===== config.mk =====
export PLATFORM = sky130hd
export DESIGN_NAME = pmin_unit
export DESIGN_NICKNAME = d
export VERILOG_FILES = /design/src/rtl/pmin_pkg.sv /design/src/rtl/pmin_sec_cmp.sv /design/src/rtl/pmin_chain.sv /design/src/rtl/pmin_lane_sel.sv /design/src/rtl/pmin_unit.sv
export SDC_FILE = /design/constraint.sdc
export NUM_CORES = 1
export LEC_CHECK = 0
export ABC_AREA = 1
export BUFFER_PORTS_ARGS = -buffer_cell sky130_fd_sc_hd__buf_2
export CORE_AREA = 2 2 100 83
export CTS_CLUSTER_SIZE = 40
export DETAILED_ROUTE_END_ITERATION = 6
export DIE_AREA = 0 0 102 85
export PLACE_DENSITY_LB_ADDON = 0.1
export SKIP_LAST_GASP = 1
export SYNTH_ARGS = -nofsm -noshare
export SYNTH_HDL_FRONTEND = slang
export SYNTH_SLANG_ARGS = --single-unit
export TNS_END_PERCENT = 30

===== constraint.sdc =====
create_clock -name clk -period 2.3 [get_ports clk]
set_input_delay 0.23 -clock clk [delete_from_list [all_inputs] [get_ports clk]]
set_output_delay 0.23 -clock clk [all_outputs]
set_load 0.01 [all_outputs]

===== src/rtl/pmin_pkg.sv =====
package pmin_pkg;
  localparam int NSEC = 4;
  localparam int NBND = NSEC - 1;
  typedef logic [NBND-1:0] pmask_t;
endpackage


===== src/rtl/pmin_sec_cmp.sv =====
module pmin_sec_cmp #(
  parameter int SW = 8
) (
  input  logic [SW-1:0] xs_i,
  input  logic [SW-1:0] ys_i,
  output logic          lt_o,
  output logic          eq_o
);
  always_comb begin
    lt_o = (xs_i < ys_i);
    eq_o = (xs_i == ys_i);
  end
endmodule


===== src/rtl/pmin_chain.sv =====
module pmin_chain
  import pmin_pkg::*;
(
  input  logic [NSEC-1:0] lt_i,
  input  logic [NSEC-1:0] eq_i,
  input  pmask_t          mask_i,
  output logic [NSEC-1:0] take_x_o
);
  // Upward pass: "x below y" for the part of the lane up to this section.
  for (genvar i = 0; i < NSEC; i++) begin : g_up
    logic c;
    if (i == 0) begin : g_base
      assign c = lt_i[0];
    end else begin : g_link
      assign c = lt_i[i] | (eq_i[i] & ~mask_i[i-1] & g_up[i-1].c);
    end
  end

  // Downward pass: each section takes the decision of its lane's top section.
  for (genvar i = NSEC - 1; i >= 0; i--) begin : g_dn
    logic d;
    if (i == NSEC - 1) begin : g_top
      assign d = g_up[i].c;
    end else begin : g_spread
      assign d = mask_i[i] ? g_up[i].c : g_dn[i+1].d;
    end
    assign take_x_o[i] = d;
  end
endmodule


===== src/rtl/pmin_lane_sel.sv =====
module pmin_lane_sel
  import pmin_pkg::*;
#(
  parameter int W = 32
) (
  input  logic [W-1:0]    x_i,
  input  logic [W-1:0]    y_i,
  input  logic [NSEC-1:0] take_x_i,
  output logic [W-1:0]    res_o
);
  localparam int SW = W / NSEC;
  for (genvar i = 0; i < NSEC; i++) begin : g_sel
    assign res_o[i*SW +: SW] = take_x_i[i] ? x_i[i*SW +: SW] : y_i[i*SW +: SW];
  end
endmodule


===== src/rtl/pmin_unit.sv =====
module pmin_unit
  import pmin_pkg::*;
#(
  parameter int W = 32
) (
  input  logic         clk,
  input  logic         rst,
  input  logic [2:0]   mask_i,
  input  logic [W-1:0] x_i,
  input  logic [W-1:0] y_i,
  output logic [W-1:0] min_o,
  output logic [W-1:0] min_q
);
  localparam int SW = W / NSEC;

  logic [NSEC-1:0] sec_lt;
  logic [NSEC-1:0] sec_eq;
  logic [NSEC-1:0] take_x;

  for (genvar i = 0; i < NSEC; i++) begin : g_cmp
    pmin_sec_cmp #(.SW(SW)) u_cmp (
      .xs_i (x_i[i*SW +: SW]),
      .ys_i (y_i[i*SW +: SW]),
      .lt_o (sec_lt[i]),
      .eq_o (sec_eq[i])
    );
  end

  pmin_chain u_chain (
    .lt_i     (sec_lt),
    .eq_i     (sec_eq),
    .mask_i   (mask_i),
    .take_x_o (take_x)
  );

  pmin_lane_sel #(.W(W)) u_sel (
    .x_i      (x_i),
    .y_i      (y_i),
    .take_x_i (take_x),
    .res_o    (min_o)
  );

  always_ff @(posedge clk) begin
    if (rst) min_q <= '0;
    else     min_q <= min_o;
  end
endmodule


# Yosys cells after proc, flatten, opt, wreduce, memory -nomap -nowiden
# Cells that the tools add are included.
# Widths: inputs -> output; s select.
# totals
register_bits	32
input_bits	69
# op_classes
eq_ne	3
muxes	7
order_cmp	4
bitwise_logic	12
# op_table
cell	count
$lt 8x8->1	4
$mux 8	4
$eq 8x8->1	3
$and 1x1->1	6
$mux 1	3
$not 1->1	3
$or 1x1->1	3

# Depth between registers and ports, before layout
# Gate-level depths: netlist of run 1.
# depth
depth_word	12
ltp_mapped	19
depth_no_buf	19

# Modules after synthesis
# A second synthesis of run 1 with hierarchy kept.
# hier_totals
hier_cells	380
hier_area_um2	2388.5
# by_module_without_submodules
mod	seq_area_each_um2	area_per_inst_um2	cells_each	n_inst
pmin_unit	640.6	914.6	99	1
pmin_sec_cmp	0.0	221.5	37	4
pmin_lane_sel	0.0	420.4	104	1
pmin_chain	0.0	167.7	29	1

# Worst setup path after synthesis of run 1
# No wires, ideal clock.
# synth_timing
path_kind	in2out
start	in y_i[15]
end	out min_o[16]
path_stages	14
setup_slack_ps	276
arrival_time_ps	1794
t_required_ps	2070
path_buffers	1
path_cell_list	inv_1 -> ha_1 -> nand4_1 -> nor3_1 -> nand3_1 -> nand2_1 -> nand2_1 -> nand2_1 -> nand2_1 -> nand3_2 -> nand2_1 -> buf_6 -> o21ai_0 -> inv_1
# synth_between
elab_chain_len	10
elab_cells_between_ends	11
cone_classes	order compare: 1; eq/ne: 1; mux: 2; bitwise: 7
# synth_lines
element	line_no	text
start, declared	pmin_unit.sv:10	input logic [W-1:0] y_i,
branches (longest 3 deep; another with $lt 8x8->1)	--	
$or 1x1->1 (*)	pmin_chain.sv:15	assign c = lt_i[i] | (eq_i[i] & ~mask_i[i-1] & g_up[i-1].c);
$and 1x1->1 (*)	pmin_chain.sv:15	
$or 1x1->1 (*)	pmin_chain.sv:15	
$and 1x1->1	pmin_chain.sv:15	
$or 1x1->1	pmin_chain.sv:15	
$mux 1 (*)	pmin_chain.sv:25	assign d = mask_i[i] ? g_up[i].c : g_dn[i+1].d;
$mux 8 (*)	pmin_lane_sel.sv:13	assign res_o[i*SW +: SW] = take_x_i[i] ? x_i[i*SW +: SW] : y_i[i*SW +: SW];
end, declared	pmin_unit.sv:11	output logic [W-1:0] min_o,
# Mark *: on every way between the ends.

# Worst setup path in the final report of run 1
# layout_timing
start	in x_i[5]
end	out min_o[2]
# layout_between
elab_chain_len	11
# layout_lines
element	line_no	text
start, declared	pmin_unit.sv:9	input logic [W-1:0] x_i,
$lt 8x8->1 (*)	pmin_sec_cmp.sv:10	lt_o = (xs_i < ys_i);
$and 1x1->1	pmin_chain.sv:15	
$or 1x1->1	pmin_chain.sv:15	
$and 1x1->1	pmin_chain.sv:15	
$or 1x1->1	pmin_chain.sv:15	
$and 1x1->1	pmin_chain.sv:15	
$or 1x1->1	pmin_chain.sv:15	
$mux 1 (2 in a row)	pmin_chain.sv:25	
$mux 1 (*)	pmin_chain.sv:25	
$mux 8 (*)	pmin_lane_sel.sv:13	
# Mark *: on every way between the ends. The rest lies on a longest branch, timed or not.

==> results of run 1 <==
==> worst min path at each step <==
stage,end
final,min_q[27]
after global routing,min_q[27]
after CTS,min_q[27]
after detailed placement,min_q[27]
after global placement,min_q[27]
after floorplan,min_q[21]
==> cell families (layout without fill, tap and decap cells) <==
kind of cell               count (synthesis)  count (layout)  share of synthesized area
and+or+nand+nor                          143             144                      0.278
buffers and inverters                    101             289                      0.174
AOI/OAI and AO/OA                         36              36                     0.0869
DFF                                       32              32                      0.287
adders and majority gates                 31              31                      0.174
==> per-layer routing <==
metal	vias to the layer above	share of wire
met5	-	0
met4	0	0.0068
met3	7	0.083
met2	85	0.45
met1	1163	0.46
li1	1414	-
==> stage by stage <==
step | worst slack [ns] | hold slack, ns | setup TNS (ns) | utilization
2_1_floorplan | 0.276 | 0.302 | 0 | -
3_3_place_gp | -0.0856 | 0.540 | -0.822 | 0.436
3_5_place_dp | -0.121 | 0.553 | -1.81 | 0.436
4_1_cts | -0.0759 | 0.245 | -0.556 | 0.476
5_1_grt | -0.153 | 0.229 | -2.41 | 0.515
6_report | 0.0209 | 0.220 | 0 | 0.515
==> repair_timing <==
item,CTS,global route
setup endpoints to repair,26,32
gates resized for setup,41,65
endpoints found under the hold margin,0,0
cloned,1,2
pin swaps,19,14
buffers inserted,1,3
==> area by class of cell <==
class,instances,area (um2),share of cell area
Inverter,96,368,0.0929
Tap cell,108,135,0.0341
Multi-Input combinational cell,211,1590,0.400
Clock inverter,3,23.8,0.00601
Clock buffer,5,68.8,0.0174
Sequential cell,32,641,0.162
Timing Repair Buffer,185,1140,0.287
==> critical path: stages <==
cell and delay, ns:
buf_2 0.12, ha_4 0.24, a21oi_2 0.14, o21a_1 0.17, nand3_2 0.08, nand2_2 0.08, nand2_2 0.06, nand2_2 0.09
nand2_4 0.06, nand3_4 0.07, nand3_4 0.12, nand3_4 0.15, buf_6 0.12, nand3_2 0.06, nand2_2 0.09, inv_1 0.03
buf_2 0.13
==> power by group through the flow <==
stage                     registers (uW)  clock network (uW)  logic (uW)
after detailed placement             635                   0         766
final                                623                 462         916
after global placement               636                   0         761
after floorplan                      669                   0         343
after CTS                            623                 484         817
after global routing                 628                 497        1020
==> cell usage in the layout (no fill, tap or decap), drive strengths merged, types with 2 or more instances in the layout <==
master,n
a21oi,13
inv,96
ha,31
nor3,3
clkinvlp,2
o21ai,18
nand4,3
o21a,3
clkbuf,5
dfxtp,32
nand2,76
buf,185
nand3,25
nor2,36
==> metrics, run 1 <==
outcome=completed; Cell Int Power=approximately 1300 uW; largest net degree at the start of global routing=33; asr flop ratio synth=0; die area=around 0.0087 mm2; via count=2669; total power=roughly 2000 uW; Startpoint Class=input pin; max reg flops=32; H-tree depth=2; placer congestion estimate=a little under 0.9; Clock Pin Slew Worst Setup and Hold Paths=~0.070 ns; largest register by flop count=min_q; vias in the first global route=roughly 2400; Fill cells=approximately 810; Fin. Hold Viols=0; setup violators final=0; Top Registers=min_q x32; Final Routed Wirelength=slightly above 7000 um; Critical Path Source=x_i[5]; final worst path period need=approximately 2.3 ns; Final Net Count=between 600 and 700; I/O Buffers=about 130; Slew Limit Fails=0; Die X=roughly 100 um; hold buffers post-CTS=0; Global Route Usage Sum=0.151; fraction of layout cells with a size suffix above 1=0.502; fin area=just under 0.004 mm2; # diodes=0; root buf cell=clkbuf_8; grt ovf=0; data required time at the worst endpoint=slightly above 2 ns; initial antenna violation count=0; placed insts=between 600 and 700; Syn Inst Count=~340; core box area=0.00769 mm2; GR peak layer=met2; Relative slew margins=0.575; GRT met2 Usage=0.242; Area contributors post-synth=dfxtp_1, ha_1, inv_1; Max-Cap Viols=0; Leakage=~0.0023 uW; HP Start=y_i[27]; synthesized netlist net count=roughly 440; drt initial violations=49; post-synth top area share=0.287; CP Class=input pin to output pin; unrepaired setup endpoints after global routing=true; Netlist cell types=23; CP Capture Type=output pin; Switch Pwr=around 730 uW; Slew @ Worst Pin=between 0.6 and 0.7 ns; drt drc=0; Ys Warns=0; row count=29; most frequent cell after synthesis=inv_1; number of synthesized register bits=32; crit share post-route=0.991; CTS tree=done; first-pass GRT wire length=approximately 10000 um; initial core utilization=0.290; wire per inst=11.0 um; clock buffer count from CTS=5; CP Capture Point=min_o[2]; worst hold path type=input pin to flop; antenna-violating nets left=0; HPWL Detailed=roughly 5300 um; Mapped Avg Cell Area=between 6 and 7 um2; Max Freq=around 440 MHz; routed vias/inst=roughly 4.2; Worst Path Max Fanout=5; Synth Flop Type=dfxtp_1; M3 GR Usage=0.0511; Post-Syn Area=about 0.0022 mm2; Worst VDD drop=between 200 and 300 uV; clock power share=0.231; sequential share of power=0.311; CTS Sinks=32; placed cell area=roughly 0.0034 mm2; WP data arrival=2.05 ns; sw frac=0.365; drt first pass iters=4; Post-synth EDFFs=0; combinational power share=0.458; Area Overhead vs Synth=77.5%; I/O pin cnt=133; Power Dens Cells=between 500 and 600 mW/mm2; CTS Buffer Depth=2; top cells by count, synth=inv_1, nand2_1, nor2_1; Finished Layout Cells=640; Die H=85 um; biggest area consumer among synthesized cells=dfxtp_1; Hold Path Stages=3; met1 Usage GRT=0.195; part of the Yosys area used for sequential elements=0.287
Note: power is estimated with default switching activity, not from simulation.
==> run 2, diff against run 1 <==
--- a/config.mk
+++ b/config.mk
@@ -12,6 +12,7 @@
 export DETAILED_ROUTE_END_ITERATION = 6
 export DIE_AREA = 0 0 102 85
 export PLACE_DENSITY_LB_ADDON = 0.1
+export RECOVER_POWER = 50
 export SKIP_LAST_GASP = 1
 export SYNTH_ARGS = -nofsm -noshare
 export SYNTH_HDL_FRONTEND = slang
==> run 2 against run 1 <==
Critical endpoint unchanged. Die area is the same. Highest routed layer unchanged. Sequential power about the same. Largest power group unchanged. Via count about the same. First-iteration DRC count is 2.0% lower. Setup slack worse by 0.00088 ns.
==> metrics, run 2 (synthesis results as in run 1) <==
placed insts=625 (unchanged); Fin. Hold Viols=0 (unchanged); setup violators final=0 (unchanged); data required time at the worst endpoint=2.07 ns (about the same); vias in the first global route=2410 (unchanged); Worst VDD drop=266 uV (-0.90%); I/O Buffers=132 (unchanged); drt first pass iters=4 (unchanged); Hold Path Stages=3 (unchanged); Max-Cap Viols=0 (unchanged); Critical Path Source=x_i[5]; HP Start=y_i[27]; grt ovf=0 (unchanged); drt initial violations=48 (-2.0%); largest register by flop count=min_q; final worst setup slack=0.0200 ns (-0.000883 ns); antenna-violating nets left=0 (unchanged); HPWL Detailed=5250 um (unchanged); CTS tree=done; worst hold path type=input pin to flop; drt drc=0 (unchanged); first-pass GRT wire length=10500 um (unchanged); Slew @ Worst Pin=0.642 ns (+0.00397 ns); # diodes=0 (unchanged); pre-CTS setup slack=-0.121 ns (unchanged); CP Capture Type=output pin; crit share post-route=0.991 (about the same); initial antenna violation count=0 (unchanged); max reg flops=32 (unchanged); row count=29 (unchanged); root buf cell=clkbuf_8; Relative slew margins=0.572 (-0.00264); clock buffer count from CTS=5 (unchanged); die area=0.00867 mm2 (unchanged); largest net degree at the start of global routing=33 (unchanged); CTS Buffer Depth=2 (unchanged); placer congestion estimate=0.878 (unchanged); Final Routed Wirelength=7090 um (+0.27%); Global Route Usage Sum=0.151 (unchanged); I/O pin cnt=133 (unchanged); Finished Layout Cells=640 (unchanged); Leakage=0.00217 uW (-4.9%); unrepaired setup endpoints after global routing=true; CP Class=input pin to output pin; Clock Pin Slew Worst Setup and Hold Paths=0.07 ns (about the same); Die H=85 um (unchanged); WP data arrival=2.05 ns (about the same); core box area=0.00769 mm2 (unchanged); Worst Path Max Fanout=5 (unchanged); Slew Limit Fails=0 (unchanged); Power Dens Cells=507 mW/mm2 (+0.29%); Startpoint Class=input pin; outcome=completed; most common cell after layout, fill and taps aside=buf_2; Final Net Count=631 (unchanged); CTS Sinks=32 (unchanged); fin area=0.00392 mm2 (-1.0%); Top Registers=min_q x32; final worst path period need=2.28 ns (+0.000883 ns); fraction of layout cells with a size suffix above 1=0.442 (-0.0602); wire per inst=11.1 um (+0.27%); H-tree depth=2 (unchanged); placed cell area=0.00335 mm2 (unchanged); via count=2668 (-0.037%); initial core utilization=0.290 (unchanged); routed vias/inst=4.17 (about the same); Max Freq=439 MHz (about the same); Area Overhead vs Synth=75.7%; Worst Hold Endpoint=min_q[27]; Die X=102 um (unchanged); commonest non-fill, non-tap cells in the layout=buf_2, inv_1, nand2_1
## run 2: changes by cell type in the layout (fill, tap and decap cells not counted)
cell | before | now
buf_2 | 123 | 91
clkbuf_1 | 0 | 32
## run 2: worst max path at each step
stage	slack, ns	to	depth (start not counted)
after floorplan	0.28	min_o[16]	14
after global placement	-0.09	min_o[20]	15
after detailed placement	-0.12	min_o[22]	16
after CTS	-0.08	min_o[1]	18
after global routing	-0.15	min_o[7]	18
final	0.02	min_o[2]	17
## run 2: critical path, cell delays in order
cell	delay, ns
buf_2	0.12
ha_4	0.24
a21oi_2	0.14
o21a_1	0.17
nand3_2	0.08
nand2_2	0.08
nand2_2	0.06
nand2_2	0.09
nand2_4	0.06
nand3_4	0.07
nand3_4	0.12
nand3_4	0.15
buf_6	0.12
nand3_2	0.06
nand2_2	0.09
inv_1	0.03
buf_2	0.13
## run 2: cell type report
cell class / instances / area, um2
clock inverter: 3 / 23.8
fill: 825 / 3770
timing repair buffer: 185 / 1100
clock buffer: 5 / 68.8
tap: 108 / 135
multi-input combinational: 211 / 1590
sequential: 32 / 641
inverter: 96 / 368
## run 2: what timing repair did
item,4_1_cts,5_1_grt
gates cloned,1,2
setup endpoints to repair,26,32
setup buffers,1,3
pin swaps,19,14
hold buffers,0,0
gates resized for setup,41,65
## run 2: metal layers
layer / vias to the layer above / GRT usage / part of all wire
met5: - / 0 / 0
met4: 0 / 0.0352 / 0.0052
met3: 5 / 0.0511 / 0.084
met2: 86 / 0.242 / 0.45
met1: 1163 / 0.195 / 0.46
li1: 1414 / - / -
## run 2: where the power goes
| part | leakage, uW | switching (uW) | internal [uW] | total [uW] |
|---|---|---|---|---|
| clock | 0.0000404 | 246 | 214 | 461 |
| sequential | 0.000267 | 13.8 | 611 | 625 |
| combinational | 0.00186 | 472 | 429 | 901 |
| total | 0.00217 | 732 | 1250 | 1990 |
## run 2: through the flow
step           power [uW]  setup TNS, ns   util  hold slack (ns)
6_report             1990              0  0.509            0.220
2_1_floorplan        1010              0      -            0.302
3_3_place_gp         1400         -0.822  0.436            0.540
4_1_cts              1920         -0.556  0.476            0.245
5_1_grt              2130          -2.41  0.509            0.229
3_5_place_dp         1400          -1.81  0.436            0.553
